### config.mk
export PLATFORM = sky130hd
export DESIGN_NAME = lbus_err_mon
export DESIGN_NICKNAME = d
export VERILOG_FILES = /design/src/rtl/lbem_pkg.sv /design/src/rtl/lbem_bank_dec.sv /design/src/rtl/lbem_ack_wd.sv /design/src/rtl/lbem_atom_win.sv /design/src/rtl/lbus_err_mon.sv
export SDC_FILE = /design/constraint.sdc
export NUM_CORES = 1
export LEC_CHECK = 0
export BUFFER_PORTS_ARGS = -buffer_cell sky130_fd_sc_hd__buf_2
export CORE_AREA = 2 2 142 144
export CTS_BUF_LIST = sky130_fd_sc_hd__clkbuf_2
export DETAILED_ROUTE_END_ITERATION = 8
export DIE_AREA = 0 0 144 146
export GPL_TIMING_DRIVEN = 0
export PLACE_DENSITY = 0.68
export SLEW_MARGIN = 40
export SYNTH_ARGS = -nofsm -noshare
export SYNTH_HDL_FRONTEND = slang
export SYNTH_SLANG_ARGS = --single-unit
### constraint.sdc
create_clock -name clk -period 11 [get_ports clk]
set_clock_uncertainty 0.15 [all_clocks]
set_input_delay 2.2 -clock clk [delete_from_list [all_inputs] [get_ports clk]]
set_output_delay 2.2 -clock clk [all_outputs]
set_load 0.1 [all_outputs]
### src/rtl/lbem_pkg.sv
package lbem_pkg;
   // status bit positions
   localparam int ST_ACK_TMO  = 0;
   localparam int ST_CMD_TMO  = 1;
   localparam int ST_PARITY   = 2;
   localparam int ST_WPROT    = 3;
   localparam int ST_ATOM_WR  = 4;
   localparam int ST_ATOM_RD  = 5;
   localparam int ST_UNMAP    = 6;
   localparam int ST_RUN_DONE = 7;
   localparam int ST_CMD_DONE = 8;
   localparam int NSTAT       = 9;

   // register word offsets
   localparam logic [1:0] RA_STATUS = 2'd0;
   localparam logic [1:0] RA_ENABLE = 2'd1;
   localparam logic [1:0] RA_TIMER  = 2'd2;
   localparam logic [1:0] RA_ATTR   = 2'd3;
endpackage

### src/rtl/lbem_bank_dec.sv
module lbem_bank_dec #(
   parameter int ADDR_W = 32,
   parameter int NBANK  = 4,
   parameter int BANK_W = 2
) (
   input  logic [ADDR_W-1:0]       addr,
   input  logic [NBANK*ADDR_W-1:0] base_flat,
   input  logic [NBANK*ADDR_W-1:0] mask_flat,
   output logic                    hit,
   output logic [BANK_W-1:0]       bank_idx
);
   logic [NBANK-1:0] hit_vec;

   for (genvar g = 0; g < NBANK; g++) begin : g_cmp
      assign hit_vec[g] = ((addr & mask_flat[g*ADDR_W +: ADDR_W]) ==
                           base_flat[g*ADDR_W +: ADDR_W]);
   end

   // scan from the top so the lowest matching bank is written last
   always_comb begin
      bank_idx = '0;
      for (int i = NBANK - 1; i >= 0; i--) begin
         if (hit_vec[i]) bank_idx = BANK_W'(i);
      end
   end

   assign hit = |hit_vec;
endmodule

### src/rtl/lbem_ack_wd.sv
module lbem_ack_wd #(
   parameter int LIM_W = 12
) (
   input  logic             clk,
   input  logic             rst_n,
   input  logic             start,
   input  logic             ack,
   input  logic [LIM_W-1:0] limit,
   output logic             tmo_o
);
   logic             busy;
   logic [LIM_W-1:0] cnt;
   logic             at_lim;

   assign at_lim = (limit != '0) && (cnt >= limit - LIM_W'(1));
   assign tmo_o  = busy && !ack && at_lim;

   always_ff @(posedge clk) begin
      if (!rst_n) begin
         busy <= 1'b0;
         cnt  <= '0;
      end else if (start) begin
         busy <= (limit != '0);
         cnt  <= '0;
      end else if (busy) begin
         if (ack || at_lim) busy <= 1'b0;
         else               cnt  <= cnt + LIM_W'(1);
      end
   end

   assert_wd_arm_R4: assert property (@(posedge clk) disable iff (!rst_n)
      (start && limit != '0) |=> (busy && cnt == '0));
   assert_wd_ack_ends_R4: assert property (@(posedge clk) disable iff (!rst_n)
      (busy && ack && !start) |=> !busy);
endmodule

### src/rtl/lbem_atom_win.sv
module lbem_atom_win #(
   parameter int BANK_W = 2,
   parameter int WIN    = 256,
   localparam int CW    = $clog2(WIN)
) (
   input  logic              clk,
   input  logic              rst_n,
   input  logic              start,
   input  logic              hit,
   input  logic              wr,
   input  logic              atomic,
   input  logic [BANK_W-1:0] bank,
   output logic              err_wr,
   output logic              err_rd
);
   logic              active;
   logic              by_read;
   logic [BANK_W-1:0] rbank;
   logic [CW-1:0]     cnt;
   logic              complement;
   logic              expire;
   logic              reserve;

   // a read reservation waits for a write, a write reservation for a read
   assign complement = start && hit && active && (bank == rbank) && (wr == by_read);
   assign reserve    = start && hit && atomic && !complement;
   assign expire     = active && !complement && (cnt == CW'(WIN - 1));
   assign err_wr     = expire && by_read;
   assign err_rd     = expire && !by_read;

   always_ff @(posedge clk) begin
      if (!rst_n) begin
         active  <= 1'b0;
         by_read <= 1'b0;
         rbank   <= '0;
         cnt     <= '0;
      end else if (complement) begin
         active <= 1'b0;
      end else if (reserve) begin
         active  <= 1'b1;
         by_read <= !wr;
         rbank   <= bank;
         cnt     <= '0;
      end else if (expire) begin
         active <= 1'b0;
      end else if (active) begin
         cnt <= cnt + CW'(1);
      end
   end

   assert_atom_reserve_R6: assert property (@(posedge clk) disable iff (!rst_n)
      reserve |=> (active && cnt == '0));
   assert_atom_expire_R7: assert property (@(posedge clk) disable iff (!rst_n)
      (err_wr || err_rd) |=> (!active || cnt == '0));
endmodule

### src/rtl/lbus_err_mon.sv
module lbus_err_mon import lbem_pkg::*; #(
   parameter int ADDR_W   = 32,
   parameter int NBANK    = 4,
   parameter int CNT_W    = 8,
   parameter int PS_W     = 4,
   parameter int LANES    = 4,
   parameter int ATOM_WIN = 256,
   parameter int DATA_W   = 32,
   localparam int LANE_W  = (LANES > 1) ? $clog2(LANES) : 1
) (
   input  logic                    clk,
   input  logic                    rst_n,
   input  logic                    txn_start,
   input  logic [ADDR_W-1:0]       txn_addr,
   input  logic                    txn_wr,
   input  logic                    txn_atomic,
   input  logic                    txn_ack,
   input  logic                    par_err,
   input  logic [LANE_W-1:0]       par_lane,
   input  logic                    run_done,
   input  logic                    cmd_done,
   input  logic                    cmd_tmo,
   input  logic [NBANK*ADDR_W-1:0] bank_base,
   input  logic [NBANK*ADDR_W-1:0] bank_mask,
   input  logic [NBANK-1:0]        bank_ro,
   input  logic                    reg_wr,
   input  logic [1:0]              reg_addr,
   input  logic [DATA_W-1:0]       reg_wdata,
   output logic [DATA_W-1:0]       reg_rdata,
   output logic                    irq
);
   localparam int BANK_W = (NBANK > 1) ? $clog2(NBANK) : 1;
   localparam int TW     = CNT_W + PS_W;
   localparam int LIM_W  = CNT_W + PS_W;

   if (NBANK < 1 || NBANK > 256) begin : g_bad_nbank
      $error("NBANK out of range");
   end
   if (LANES < 2 || LANES > 256) begin : g_bad_lanes
      $error("LANES out of range");
   end
   if (DATA_W < 16 || DATA_W < TW || DATA_W < NSTAT) begin : g_bad_data
      $error("DATA_W too narrow");
   end
   if (ATOM_WIN < 2) begin : g_bad_win
      $error("ATOM_WIN too small");
   end

   logic              dec_hit;
   logic [BANK_W-1:0] dec_bank;
   logic              wd_tmo;
   logic              aw_err_wr;
   logic              aw_err_rd;
   logic [NSTAT-1:0]  status_q, enable_q, set_v, clr_v;
   logic [CNT_W-1:0]  tcount_q;
   logic [PS_W-1:0]   tpre_q;
   logic [LIM_W-1:0]  limit;
   logic [BANK_W-1:0] cur_bank_q;
   logic [LANE_W-1:0] att_lane_q;
   logic [BANK_W-1:0] att_bank_q;
   logic              unused_wdata;

   lbem_bank_dec #(.ADDR_W(ADDR_W), .NBANK(NBANK), .BANK_W(BANK_W)) u_dec (
      .addr(txn_addr), .base_flat(bank_base), .mask_flat(bank_mask),
      .hit(dec_hit), .bank_idx(dec_bank));

   assign limit = LIM_W'(tcount_q) * LIM_W'(tpre_q);

   lbem_ack_wd #(.LIM_W(LIM_W)) u_wd (
      .clk(clk), .rst_n(rst_n), .start(txn_start), .ack(txn_ack),
      .limit(limit), .tmo_o(wd_tmo));

   lbem_atom_win #(.BANK_W(BANK_W), .WIN(ATOM_WIN)) u_aw (
      .clk(clk), .rst_n(rst_n), .start(txn_start), .hit(dec_hit),
      .wr(txn_wr), .atomic(txn_atomic), .bank(dec_bank),
      .err_wr(aw_err_wr), .err_rd(aw_err_rd));

   always_comb begin
      set_v              = '0;
      set_v[ST_ACK_TMO]  = wd_tmo;
      set_v[ST_CMD_TMO]  = cmd_tmo;
      set_v[ST_PARITY]   = par_err;
      set_v[ST_WPROT]    = txn_start && dec_hit && txn_wr && bank_ro[dec_bank];
      set_v[ST_ATOM_WR]  = aw_err_wr;
      set_v[ST_ATOM_RD]  = aw_err_rd;
      set_v[ST_UNMAP]    = txn_start && !dec_hit;
      set_v[ST_RUN_DONE] = run_done;
      set_v[ST_CMD_DONE] = cmd_done;
   end

   assign clr_v = (reg_wr && reg_addr == RA_STATUS) ? reg_wdata[NSTAT-1:0] : '0;

   always_ff @(posedge clk) begin
      if (!rst_n) begin
         status_q   <= '0;
         enable_q   <= '0;
         tcount_q   <= '0;
         tpre_q     <= '0;
         cur_bank_q <= '0;
         att_lane_q <= '0;
         att_bank_q <= '0;
      end else begin
         status_q <= (status_q & ~clr_v) | set_v;
         if (reg_wr && reg_addr == RA_ENABLE) enable_q <= reg_wdata[NSTAT-1:0];
         if (reg_wr && reg_addr == RA_TIMER) begin
            tcount_q <= reg_wdata[CNT_W-1:0];
            tpre_q   <= reg_wdata[TW-1:CNT_W];
         end
         if (txn_start && dec_hit) cur_bank_q <= dec_bank;
         if (par_err && !status_q[ST_PARITY]) begin
            att_lane_q <= par_lane;
            att_bank_q <= cur_bank_q;
         end
      end
   end

   always_comb begin
      reg_rdata = '0;
      case (reg_addr)
         RA_STATUS: reg_rdata[NSTAT-1:0] = status_q;
         RA_ENABLE: reg_rdata[NSTAT-1:0] = enable_q;
         RA_TIMER:  reg_rdata[TW-1:0]    = {tpre_q, tcount_q};
         default: begin
            reg_rdata[LANE_W-1:0]   = att_lane_q;
            reg_rdata[8 +: BANK_W]  = att_bank_q;
         end
      endcase
   end

   assign irq = |(status_q & enable_q);

   assign unused_wdata = ^reg_wdata[DATA_W-1:TW];

   assert_unmap_flag_R1: assert property (@(posedge clk) disable iff (!rst_n)
      (txn_start && !dec_hit) |=> status_q[ST_UNMAP]);
   assert_sel_hits_R2: assert property (@(posedge clk) disable iff (!rst_n)
      (txn_start && dec_hit) |->
         ((txn_addr & bank_mask[int'(dec_bank)*ADDR_W +: ADDR_W]) ==
          bank_base[int'(dec_bank)*ADDR_W +: ADDR_W]));
   assert_wprot_flag_R3: assert property (@(posedge clk) disable iff (!rst_n)
      (txn_start && dec_hit && txn_wr && bank_ro[dec_bank]) |=> status_q[ST_WPROT]);
   assert_attr_hold_R8: assert property (@(posedge clk) disable iff (!rst_n)
      (status_q[ST_PARITY] && !clr_v[ST_PARITY]) |=>
         ($stable(att_lane_q) && $stable(att_bank_q)));
   assert_sticky_R10: assert property (@(posedge clk) disable iff (!rst_n)
      (status_q[ST_CMD_DONE] && !clr_v[ST_CMD_DONE]) |=> status_q[ST_CMD_DONE]);
endmodule

Word-level counts from Yosys, hierarchy flattened
Index checks and enable logic that the tools add are counted.

Reduce and logical (&&, ||, !) cells: 39. $lt $le $gt $ge: 2. Add/sub/neg operators: 3. Bitwise logic cells: 11. $mul: 1. Muxes and demuxes: 20. Eq/ne operators: 10.

Operator list (number): $and A32 B32 Y32 (4); $eq A32 B32 Y1 (4); $mux W8 (3); $logic_and A1 B1 Y1 (20); $and A9 B9 Y9 (2); $pmux W6 S3 (1); $add A12 B1 Y12 const B (1); $ge A12 B12 Y1 (1); $mul A8 B4 Y12 (1); $reduce_bool A12 Y1 (1); $sub A12 B1 Y12 const B (1); $mux W2 (5); $mux W9 (1); $not A9 Y9 (1); $or A9 B9 Y9 (1); $reduce_or A9 Y1 (1); $add A8 B1 Y8 const B (1); $eq A8 B8 Y1 const B (1); $logic_not A1 Y1 (6); $mux W1 (6); $pmux W2 S3 (1); $reduce_or A2 Y1 (3); $reduce_and A2 Y1 (2); $reduce_bool A2 Y1 (2); 14 further kinds (16).

Word-level logic and storage cells: 99. Input port bits: 339. Register bits: 61.

Depth between registers and ports, before layout
Gate-level depths: netlist of run 1.

Depth in word-level cells: 14. Depth in mapped cells: 24. Gate-level depth less buffers: 22.

Cells and area by module
Synthesis of run 1 repeated with hierarchy kept, for this count alone.

Cell total of the unflattened synthesis: 885. Area total of the unflattened synthesis: 6926.6 um2.

Modules (own cells, without submodules): lbus_err_mon (instances 1, area each 2752.6 um2, cells an instance 322); lbem_bank_dec (instances 1, area each 2397.3 um2, cells an instance 351); lbem_ack_wd (instances 1, area each 1092.3 um2, cells an instance 133); lbem_atom_win (instances 1, area each 684.4 um2, cells an instance 79).

Worst setup path after synthesis of run 1
OpenSTA, ideal clock, no wires.

Path kind: input-to-output. Start: in reg_addr[0]. End: out reg_rdata[2]. Data arrival time: 4.850 ns. Stages on the path: 3. Buffers on the path: 1. Required time: 8.650 ns. Setup slack: 3.800 ns. Path through: buf_1 -> mux2i_1 -> o21ai_0.

Word-level cells in the longest chain between the ends: 2. Elaborated cells on any way between the ends: 4. Classes of those cells: eq/ne: 2; mux: 1; reduce/logical: 1.

Ends and longest elaborated chain: start: declaration (RTL line lbus_err_mon.sv:27) `input logic [1:0] reg_addr,`; $eq A2 B2 Y1, or another cell as far along (RTL line lbus_err_mon.sv:119) `case (reg_addr)`; $pmux W6 S3 (*) (RTL line lbus_err_mon.sv:119); end: declaration (RTL line lbus_err_mon.sv:29) `output logic [DATA_W-1:0] reg_rdata,`.

Mark *: on every way between the ends. The rest lies on a longest branch, timed or not.

Worst setup path after layout of run 1
Start: reg tpre_q[3]. End: reg u_wd.cnt[7].

Word-level cells in the longest chain between the ends: 7. Elaborated cells on any way between the ends: 8. Classes of those cells: add/sub: 1; mul: 1; order compare: 1; bitwise: 1; reduce/logical: 4.

Ends and longest elaborated chain: start: declaration (RTL line lbus_err_mon.sv:56) `logic [PS_W-1:0] tpre_q;`; start signal: assignment (RTL line lbus_err_mon.sv:107) `tpre_q <= reg_wdata[TW-1:CNT_W];`; $mul A8 B4 Y12 (*) (RTL line lbus_err_mon.sv:67) `assign limit = LIM_W'(tcount_q) * LIM_W'(tpre_q);`; $sub A12 B1 Y12 (RTL line lbem_ack_wd.sv:15) `assign at_lim = (limit != '0) && (cnt >= limit - LIM_W'(1));`; $ge A12 B12 Y1 (RTL line lbem_ack_wd.sv:15); $logic_and A1 B1 Y1 (*) (RTL line lbem_ack_wd.sv:15); $logic_or A1 B1 Y1 (*) (RTL line lbem_ack_wd.sv:26) `if (ack || at_lim) busy <= 1'b0;`; $not A1 Y1 (no line) (*); $reduce_and A2 Y1 (no line) (*); end signal: assignment (RTL line lbem_ack_wd.sv:27) `else cnt <= cnt + LIM_W'(1);`; end: declaration (RTL line lbem_ack_wd.sv:12) `logic [LIM_W-1:0] cnt;`.

Marked as above. A chain may end at the register's enable or synchronous reset.

==> flow_metrics.tcl, run 1 <==
set metrics [dict create \
    status "complete, no violations" \
    slew_violations 0 \
    pin_count 372 \
    fin_nets 1619 \
    dpl-instance-area_um2 8940 \
    cp_data_required_time_ns 11.24 \
    critical_path_arrival_ns 6.33 \
    clock-sinks 61 \
    num_rows 51 \
    cts_hold_buffers 0 \
    fmax_ghz 0.164 \
    synth_commonest_cells "a21oi_1 (84), nand2_1 (74), and3_1 (70), dfxtp_1 (61), a21boi_0 (47)" \
    crit_fanout 10 \
    path_class "register to register" \
    routed_wirelength_um 26600 \
    max_stage_delay_ns 0.60 \
    stdcell_area_um2 9080 \
    critPathLaunchType "register" \
    ir_worst_vdd_mv 0.0391 \
    overflow 0 \
    cp_slowest_cell "fa_1" \
    hold_path.class "register to register" \
    worstRegToRegCells 22 \
    clk_latency_ns 0.52 \
    synth_edf_count 0 \
    die_h_um 146 \
    postRouteAntennaNets 0 \
    synthCells 883 \
    slew-limit-headroom 0.495 \
    ys.flop_type "dfxtp_1" \
    post_cts_resized 0 \
    setup_viol_count_final 0 \
    root_buffer "clkbuf_2" \
    drc 0 \
    fp.dieW_um 144 \
    routedWlPerCell_um 17.6 \
    post_cts.repair.setup_buffers 0 \
    htree_levels 3 \
    ys_types 66 \
    worstMarginPinSlew_ns 0.750 \
    synth_warnings 0 \
    synth.avg_cell_area_um2 7.82 \
    dieArea_um2 21000 \
    core_area_um2 19300 \
    grt.total_usage 0.245 \
    p_per_area_nw_per_um2 67.4 \
    initial_core_util 0.357 \
    power_leakage_nw 4.71 \
    synth_top_cell_area_share 0.177 \
    clk_path_buf_depth 2 \
    drive_gt1_frac 0.317 \
    grt_pass1_vias 7707 \
    hpwlAfterDp_um 23500 \
    fin_crit_sh 0.553 \
    fin_crit_ns 6.09 \
    port_buffers 324 \
    synth.cell_area_um2 6900 \
    drt_first_pass_iters 5 \
    async_flop_share 0 \
    drv_cap 0 \
    grt_max_degree 11 \
    hold_viol_final 0 \
    via_count 8077 \
    place.gp.congestion 0.925 \
    setup_tns_ns 0 \
    antenna_found_initial 13 \
    cts_tree "built" \
    numCtsBuffers 9 \
    fillers 1986 \
    area_growth_pct 31.5 \
    min_path_cells 2 \
    drt_iter0_drc 443 \
    grt_pass1_wl_um 39900 \
    synth_most_common_cell "a21oi_1" \
    vias_per_cell 5.34 \
    worstSetupEndpointType "register" \
    rsz0062_at_grt "false" \
    yosysSeqAreaShare 0.177 \
    yosys.area.top_type "dfxtp_1" \
    cp_cell_sequence "clkbuf_1 > nand2_1 > fa_1 > fa_1 > inv_1 > ha_1 > a21o_1 > a21oi_2 > o21a_1 > o311ai_0 > nor2_1 > o21ai_1 > or2_2 > xor2_1 > ha_1 > or4_1 > a211oi_1 > o21a_1 > o21ai_2 > clkbuf_1 > o31ai_1 > a21oi_1" \
    yosys_register_bits 61 \
    ys_top_cells_by_area "dfxtp_1 (18%), and3_1 (6.3%), a21oi_1 (6.1%)" \
    clk_pin_slew_ns 0.18 \
]
==> stage by stage <==
step / hold WS (ns) / cells / power [mW] / utilization / setup slack, ns
floorplan: 0.293 / 902 / 0.359 / - / 3.80
global placement: 0.308 / 1491 / 0.452 / 0.462 / 4.95
detailed placement: 0.317 / 1491 / 0.456 / 0.462 / 4.91
CTS: 0.335 / 1506 / 0.612 / 0.469 / 4.89
global route: 0.365 / 1507 / 0.642 / 0.469 / 4.51
finish: 0.331 / 1512 / 0.612 / 0.470 / 4.91
==> final timing paths <==
| kind | startpoint | endpoint | slack (ns) |
|---|---|---|---|
| max | tpre_q[3] | u_wd.cnt[7] | 4.91 |
| min | cur_bank_q[0] | cur_bank_q[0] | 0.33 |
| max reg2reg | tpre_q[3] | u_wd.cnt[7] | 4.91 |
| min reg2reg | cur_bank_q[0] | cur_bank_q[0] | 0.33 |
==> critical path, delay by kind of cell (launching register included) <==
kind                       cells  cell delay, ns
AOI/OAI and AO/OA             10            1.89
xor gates and xnor gates       1            0.17
adders and majority gates      4            1.64
buffers and inverters          3            0.63
DFF                            1            0.33
and+or+nand+nor                4            1.18
==> flip-flops by register name, summed over array words and instances (netlist names) <==
| signal | cells |
|---|---|
| att_bank_q | 2 |
| att_lane_q | 2 |
| cur_bank_q | 2 |
| enable_q | 9 |
| status_q | 9 |
| tcount_q | 8 |
| tpre_q | 4 |
| u_aw.active | 1 |
| u_aw.by_read | 1 |
| u_aw.cnt | 8 |
| u_aw.rbank | 2 |
| u_wd.busy | 1 |
| u_wd.cnt | 12 |
==> layer usage <==
layer | global-route usage | routed length (µm)
met2 | 0.389 | 11900
met5 | 0 | 34
met1 | 0.313 | 11400
met4 | 0.0804 | 806
met3 | 0.0770 | 2490
==> cell type report <==
class,count,area (µm²),area share
clock inverter,5,76.3,0.00841
multi-input combinational,766,5400,0.595
sequential,61,1220,0.135
buffer,44,249,0.0274
inverter,31,116,0.0128
timing repair buffer,324,1620,0.179
tap,265,332,0.0365
clock buffer,10,50.0,0.00551
antenna,6,15.0,0.00165
==> report_power, final <==
group	total [mW]	internal [mW]	leakage (nW)	switching, mW
Sequential	0.230	0.226	0.495	0.00395
Clock	0.158	0.0740	0.0771	0.0841
Combinational	0.224	0.0942	4.13	0.130
Total	0.612	0.394	4.71	0.218
==> cells in the final DEF (no fill, tap or decap), types with 22 or more instances in the layout <==
master,count
a211oi_1,33
a21boi_0,47
a21o_1,37
a21oi_1,84
and3_1,70
and3b_1,32
buf_2,331
dfxtp_1,61
ha_1,31
inv_1,31
mux2i_1,27
nand2_1,74
nand3_1,44
nor2_1,22
nor2b_1,29
o22a_1,32
==> cell families after synthesis <==
group,share of synthesized area
flip-flops,0.177
buffers and inverters,0.0529
AO/OA/AOI/OAI,0.292
AND/OR/NAND/NOR,0.310
XOR/XNOR,0.0266
multiplexers,0.0506
adder cells (fa/ha/maj),0.0910
other,0.000543
Power figures use the tool's default switching activity.
==> run 2, diff against run 1 <==
--- a/config.mk
+++ b/config.mk
@@ -6,12 +6,12 @@
 export NUM_CORES = 1
 export LEC_CHECK = 0
 export BUFFER_PORTS_ARGS = -buffer_cell sky130_fd_sc_hd__buf_2
-export CORE_AREA = 2 2 142 144
+export CORE_AREA = 2 2 146 148
 export CTS_BUF_LIST = sky130_fd_sc_hd__clkbuf_2
 export DETAILED_ROUTE_END_ITERATION = 8
-export DIE_AREA = 0 0 144 146
+export DIE_AREA = 0 0 148 150
 export GPL_TIMING_DRIVEN = 0
-export PLACE_DENSITY = 0.68
+export PLACE_DENSITY = 0.67
 export SLEW_MARGIN = 40
 export SYNTH_ARGS = -nofsm -noshare
 export SYNTH_HDL_FRONTEND = slang
==> constraint.sdc (replaced) <==
create_clock -name clk -period 5.3 [get_ports clk]
set_clock_uncertainty 0.15 [all_clocks]
set_input_delay 1.06 -clock clk [delete_from_list [all_inputs] [get_ports clk]]
set_output_delay 1.06 -clock clk [all_outputs]
set_load 0.1 [all_outputs]
==> flow_metrics.tcl, run 2 (synthesized netlist as in run 1, its figures left out) <==
set metrics [dict create \
    via_count 8342 \
    place.gp.congestion 0.971 \
    final_common_cell "buf_2" \
    fp.dieW_um 148 \
    critPathLaunchType "register" \
    cp_slowest_cell "or4_1" \
    final_cell_mix "buf_2 (331), a21oi_1 (83), nand2_1 (72)" \
    clk_pin_slew_ns 0.20 \
    drc 0 \
    violations "setup timing" \
    dp.cells 1501 \
    port_buffers 324 \
    fin_nets 1636 \
    postRouteAntennaNets 0 \
    fin_crit_sh 1.00 \
    htree_levels 3 \
    numCtsBuffers 9 \
    min_to "cur_bank_q[0]" \
    status "finished with violations" \
    max_stage_delay_ns 0.53 \
    slew_violations 0 \
    grt_pass1_wl_um 40500 \
    worstMarginPinSlew_ns 0.758 \
    hold_viol_final 0 \
    routedWlPerCell_um 17.8 \
    slew-limit-headroom 0.494 \
    clk_latency_ns 0.51 \
    fmax_ghz 0.188 \
    setup_tns_ns -0.00747 \
    hpwlAfterDp_um 23700 \
    clock-sinks 61 \
    power_leakage_nw 4.86 \
    power_mw 1.35 \
    grt_pass1_vias 7601 \
    initial_core_util 0.334 \
    biggestRegsByFlops "u_wd.cnt: 12 flops, enable_q: 9 flops, status_q: 9 flops" \
    worstRegToRegCells 21 \
    vias_per_cell 5.40 \
    overflow 0 \
    p_per_area_nw_per_um2 141 \
    r2r-start "tpre_q[2]" \
    grt.total_usage 0.236 \
    core_area_um2 20700 \
    startpoint "tpre_q[2]" \
    drt_iter0_drc 448 \
    cts_tree "built" \
    antenna_found_initial 13 \
    min_path_cells 2 \
    stdcell_area_um2 9570 \
    fin_util 0.462 \
    ir_worst_vdd_mv 0.120 \
    worst_slack_ns -0.00747 \
    root_buffer "clkbuf_2" \
    clk_path_buf_depth 2 \
    largest_reg_flops 12 \
    largest-register "u_wd.cnt" \
    dpl-instance-area_um2 8980 \
    rrSetupSlack_ns -0.007 \
    dieArea_um2 22200 \
    fin_crit_ns 5.31 \
    whs_ns 0.333 \
    cp_cell_sequence "clkbuf_8 > buf_4 > nand2_1 > fa_1 > inv_1 > fa_1 > ha_4 > inv_1 > o2111ai_1 > o311ai_2 > nor2_4 > o21ai_2 > or2_4 > xor2_1 > ha_2 > or4_4 > o2111ai_2 > o21a_2 > o21ai_4 > or4_1 > a21oi_1" \
    die_h_um 150 \
    critical_path_arrival_ns 5.61 \
    place_ws_ns -0.463 \
    num_rows 53 \
    drt_first_pass_iters 7 \
    drive_gt1_frac 0.364 \
    hold_path.class "register to register" \
    instances_no_fill 1545 \
    hp-start "cur_bank_q[0]" \
    area_growth_pct 38.6 \
    routed_wirelength_um 27600 \
    pin_count 372 \
    grt_max_degree 13 \
    worstSetupEndpointType "register" \
    crit_fanout 7 \
    setup_viol_count_final 1 \
    rsz0062_at_grt "true" \
    drv_cap 0 \
    rr_endpoint "u_wd.cnt[7]" \
    cp_data_required_time_ns 5.60 \
    path_class "register to register" \
]
==> run 2: worst max path at each step <==
stage | to | cells past startpoint | slack [ns]
CTS | u_wd.cnt[8] | 22 | 0.005
finish | u_wd.cnt[7] | 21 | -0.007
global route | u_wd.cnt[7] | 22 | -0.21
floorplan | u_wd.cnt[7] | 20 | 0.0002
detailed placement | u_wd.cnt[7] | 21 | -0.46
global placement | u_wd.cnt[7] | 21 | -0.43
==> run 2: layout make-up <==
| type | count | area [µm²] |
|---|---|---|
| fill | 2128 | 11100 |
| multi-input combinational | 766 | 5620 |
| timing repair buffer | 341 | 1770 |
| sequential | 61 | 1240 |
| tap | 275 | 344 |
| buffer | 44 | 284 |
| clock inverter | 7 | 121 |
| inverter | 31 | 116 |
| clock buffer | 9 | 45.0 |
| antenna | 11 | 27.5 |
==> run 2: power breakdown <==
part | internal, mW | switching (mW)
Combinational | 0.205 | 0.277
Clock | 0.206 | 0.188
Sequential | 0.468 | 0.00889
Total | 0.879 | 0.474
==> run 2: critical path: cells and delay by family (launching register included) <==
kind                     cells  cell delay, ns
adder cells (fa/ha/maj)      4            1.55
AND/OR/NAND/NOR              5            1.49
AO/OA/AOI/OAI                7            1.18
buffers and inverters        4            0.39
flip-flops                   1            0.35
XOR/XNOR                     1            0.16
==> run 2: routing by layer <==
metal	GRT usage	vias to the layer above	wire length [µm]
met5	0	-	25
met3	0.0567	55	3070
met1	0.307	3873	11100
met4	0.0595	4	703
li1	-	4052	-
met2	0.392	358	12700
==> run 2: repair_timing <==
action                                  in CTS  in global routing
pin swaps                                   12                 30
hold buffers                                 0                  0
gates cloned                                 0                  1
gates resized for setup                     29                 35
endpoints found under the setup margin      13                 14
hold endpoints to repair                     0                  0
setup buffers                                7                  9
==> run 3, diff against run 2 <==
--- a/config.mk
+++ b/config.mk
@@ -5,13 +5,13 @@
 export SDC_FILE = /design/constraint.sdc
 export NUM_CORES = 1
 export LEC_CHECK = 0
-export BUFFER_PORTS_ARGS = -buffer_cell sky130_fd_sc_hd__buf_2
-export CORE_AREA = 2 2 146 148
+export CORE_AREA = 4 4 144 146
 export CTS_BUF_LIST = sky130_fd_sc_hd__clkbuf_2
 export DETAILED_ROUTE_END_ITERATION = 8
 export DIE_AREA = 0 0 148 150
+export DONT_BUFFER_PORTS = 1
 export GPL_TIMING_DRIVEN = 0
-export PLACE_DENSITY = 0.67
+export PLACE_DENSITY = 0.5
 export SLEW_MARGIN = 40
 export SYNTH_ARGS = -nofsm -noshare
 export SYNTH_HDL_FRONTEND = slang
==> flow_metrics.tcl, run 3 (synthesized netlist as in run 1, its figures left out) <==
set metrics [dict create \
    status "complete, no violations" \
    critPathMostFrequentCell "o21ai_2" \
    biggestRegsByFlops "u_wd.cnt: 12 flops, enable_q: 9 flops, status_q: 9 flops" \
    rsz0062_at_grt "true" \
    postRouteAntennaNets 0 \
    slew_violations 0 \
    clock-sinks 61 \
    area_growth_pct 15.6 \
    overflow 0 \
    slew-limit-headroom 0.479 \
    whs_ns 0.332 \
    final_common_cell "a21oi_1" \
    pin_count 372 \
    fmax_ghz 0.190 \
    vias_per_cell 5.79 \
    numCtsBuffers 9 \
    fin_crit_ns 5.26 \
    cts_tree "built" \
    critical_path_arrival_ns 5.59 \
    drt_iter0_drc 280 \
    cp_data_required_time_ns 5.63 \
    drv_cap 0 \
    path_class "register to register" \
    hpwlAfterDp_um 22000 \
    grt_pass1_vias 6613 \
    clk_path_buf_depth 2 \
    hold_viol_final 0 \
    grt_max_degree 14 \
    core_area_um2 19400 \
    drt_first_pass_iters 5 \
    fin_crit_sh 0.993 \
    worstSetupEndpointType "register" \
    power_leakage_nw 3.61 \
    clk_latency_ns 0.52 \
    fillers 2081 \
    setup_viol_count_final 0 \
    num_rows 51 \
    largest_reg_flops 12 \
    dieArea_um2 22200 \
    grt.total_usage 0.217 \
    port_buffers 0 \
    die_h_um 150 \
    cts_hold_buffers 0 \
    cp_slowest_cell "or4_4" \
    grt_pass1_wl_um 37400 \
    routedWlPerCell_um 21.3 \
    fin_nets 1317 \
    setup_tns_ns 0 \
    worstMarginPinSlew_ns 0.778 \
    place.gp.congestion 0.972 \
    cp_cell_sequence "nand2_2 > fa_1 > fa_1 > inv_2 > ha_4 > nor2b_2 > o21ai_2 > a21oi_4 > o21ai_2 > nor3b_4 > o21ai_2 > or2_4 > xor2_2 > ha_2 > or4_4 > o2111ai_2 > o21a_2 > o21ai_4 > or4_1 > a21oi_1" \
    p_per_area_nw_per_um2 139 \
    htree_levels 3 \
    initial_core_util 0.356 \
    fp.dieW_um 148 \
    place_ws_ns -0.486 \
    via_count 6992 \
    final_cell_mix "a21oi_1 (83), and3_1 (70), nand2_1 (69)" \
    drive_gt1_frac 0.165 \
    hold_path.class "register to register" \
    multiInputGateArea_um2 5720 \
    antenna_found_initial 1 \
    drc 0 \
    worst_slack_ns 0.0368 \
    max_stage_delay_ns 0.53 \
    largest-register "u_wd.cnt" \
    root_buffer "clkbuf_2" \
    crit_fanout 7 \
    critPathLaunchType "register" \
    routed_wirelength_um 25700 \
    ir_worst_vdd_mv 0.0756 \
    clk_pin_slew_ns 0.22 \
    final-seq-area_um2 1240 \
]
==> run 3: changes by cell type in the layout (fill, tap and decap cells not counted), sizes merged <==
cell	delta
buf	-316
diode	-9
clkbuf	-3
bufinv	-2
clkinv	-2
clkinvlp	+2
inv	+2
==> run 3: per-stage QoR <==
step | power, mW | utilization | instance area [µm²] | std cells
floorplan | 0.745 | - | 7010 | 902
global placement | 0.783 | 0.378 | 7340 | 1167
detailed placement | 0.790 | 0.383 | 7430 | 1167
CTS | 1.12 | 0.399 | 7740 | 1195
global route | 1.17 | 0.411 | 7980 | 1207
finish | 1.11 | 0.411 | 7980 | 1207
==> run 3: repair_timing <==
item	CTS	global route
setup endpoints to repair	14	14
buffers inserted	13	13
pin swaps	17	27
resized for setup	26	43
cloned	0	0
==> run 3: report_power, final <==
part,switching (mW),internal [mW]
Clock,0.202,0.116
Sequential,0.00968,0.467
Combinational,0.192,0.124
==> run 3: layer usage <==
metal,up-vias,GRT usage,share of wire
met4,0,0.0656,0.024
met3,33,0.0715,0.097
li1,3389,-,-
met2,286,0.366,0.48
met5,-,0,0
met1,3284,0.263,0.40
==> run 3: path summary, 6_finish.rpt <==
check	depth (start not counted)	slack [ns]	to	start
max	20	0.04	u_wd.cnt[7]	tcount_q[3]
min	2	0.33	cur_bank_q[0]	cur_bank_q[0]
max reg2reg	20	0.04	u_wd.cnt[7]	tcount_q[3]
min reg2reg	2	0.33	cur_bank_q[0]	cur_bank_q[0]
==> run 3: critical path, delay by kind of cell (launching register included) <==
family | cells | cell delay, ns
adder cells (fa/ha/maj) | 4 | 1.40
XOR/XNOR | 1 | 0.18
AO/OA/AOI/OAI | 8 | 1.25
AND/OR/NAND/NOR | 6 | 1.79
buffers and inverters | 1 | 0.04
flip-flops | 1 | 0.41
==> run 3: final cells by class <==
| type | instances | area share |
|---|---|---|
| multi-input cells | 766 | 0.716 |
| well taps | 265 | 0.0415 |
| repair buffers | 25 | 0.0240 |
| clock inverters | 7 | 0.0103 |
| diodes | 2 | 0.000627 |
| inverters | 31 | 0.0146 |
| flip-flops and latches | 61 | 0.156 |
| clock buffers | 9 | 0.00564 |
| plain buffers | 41 | 0.0312 |
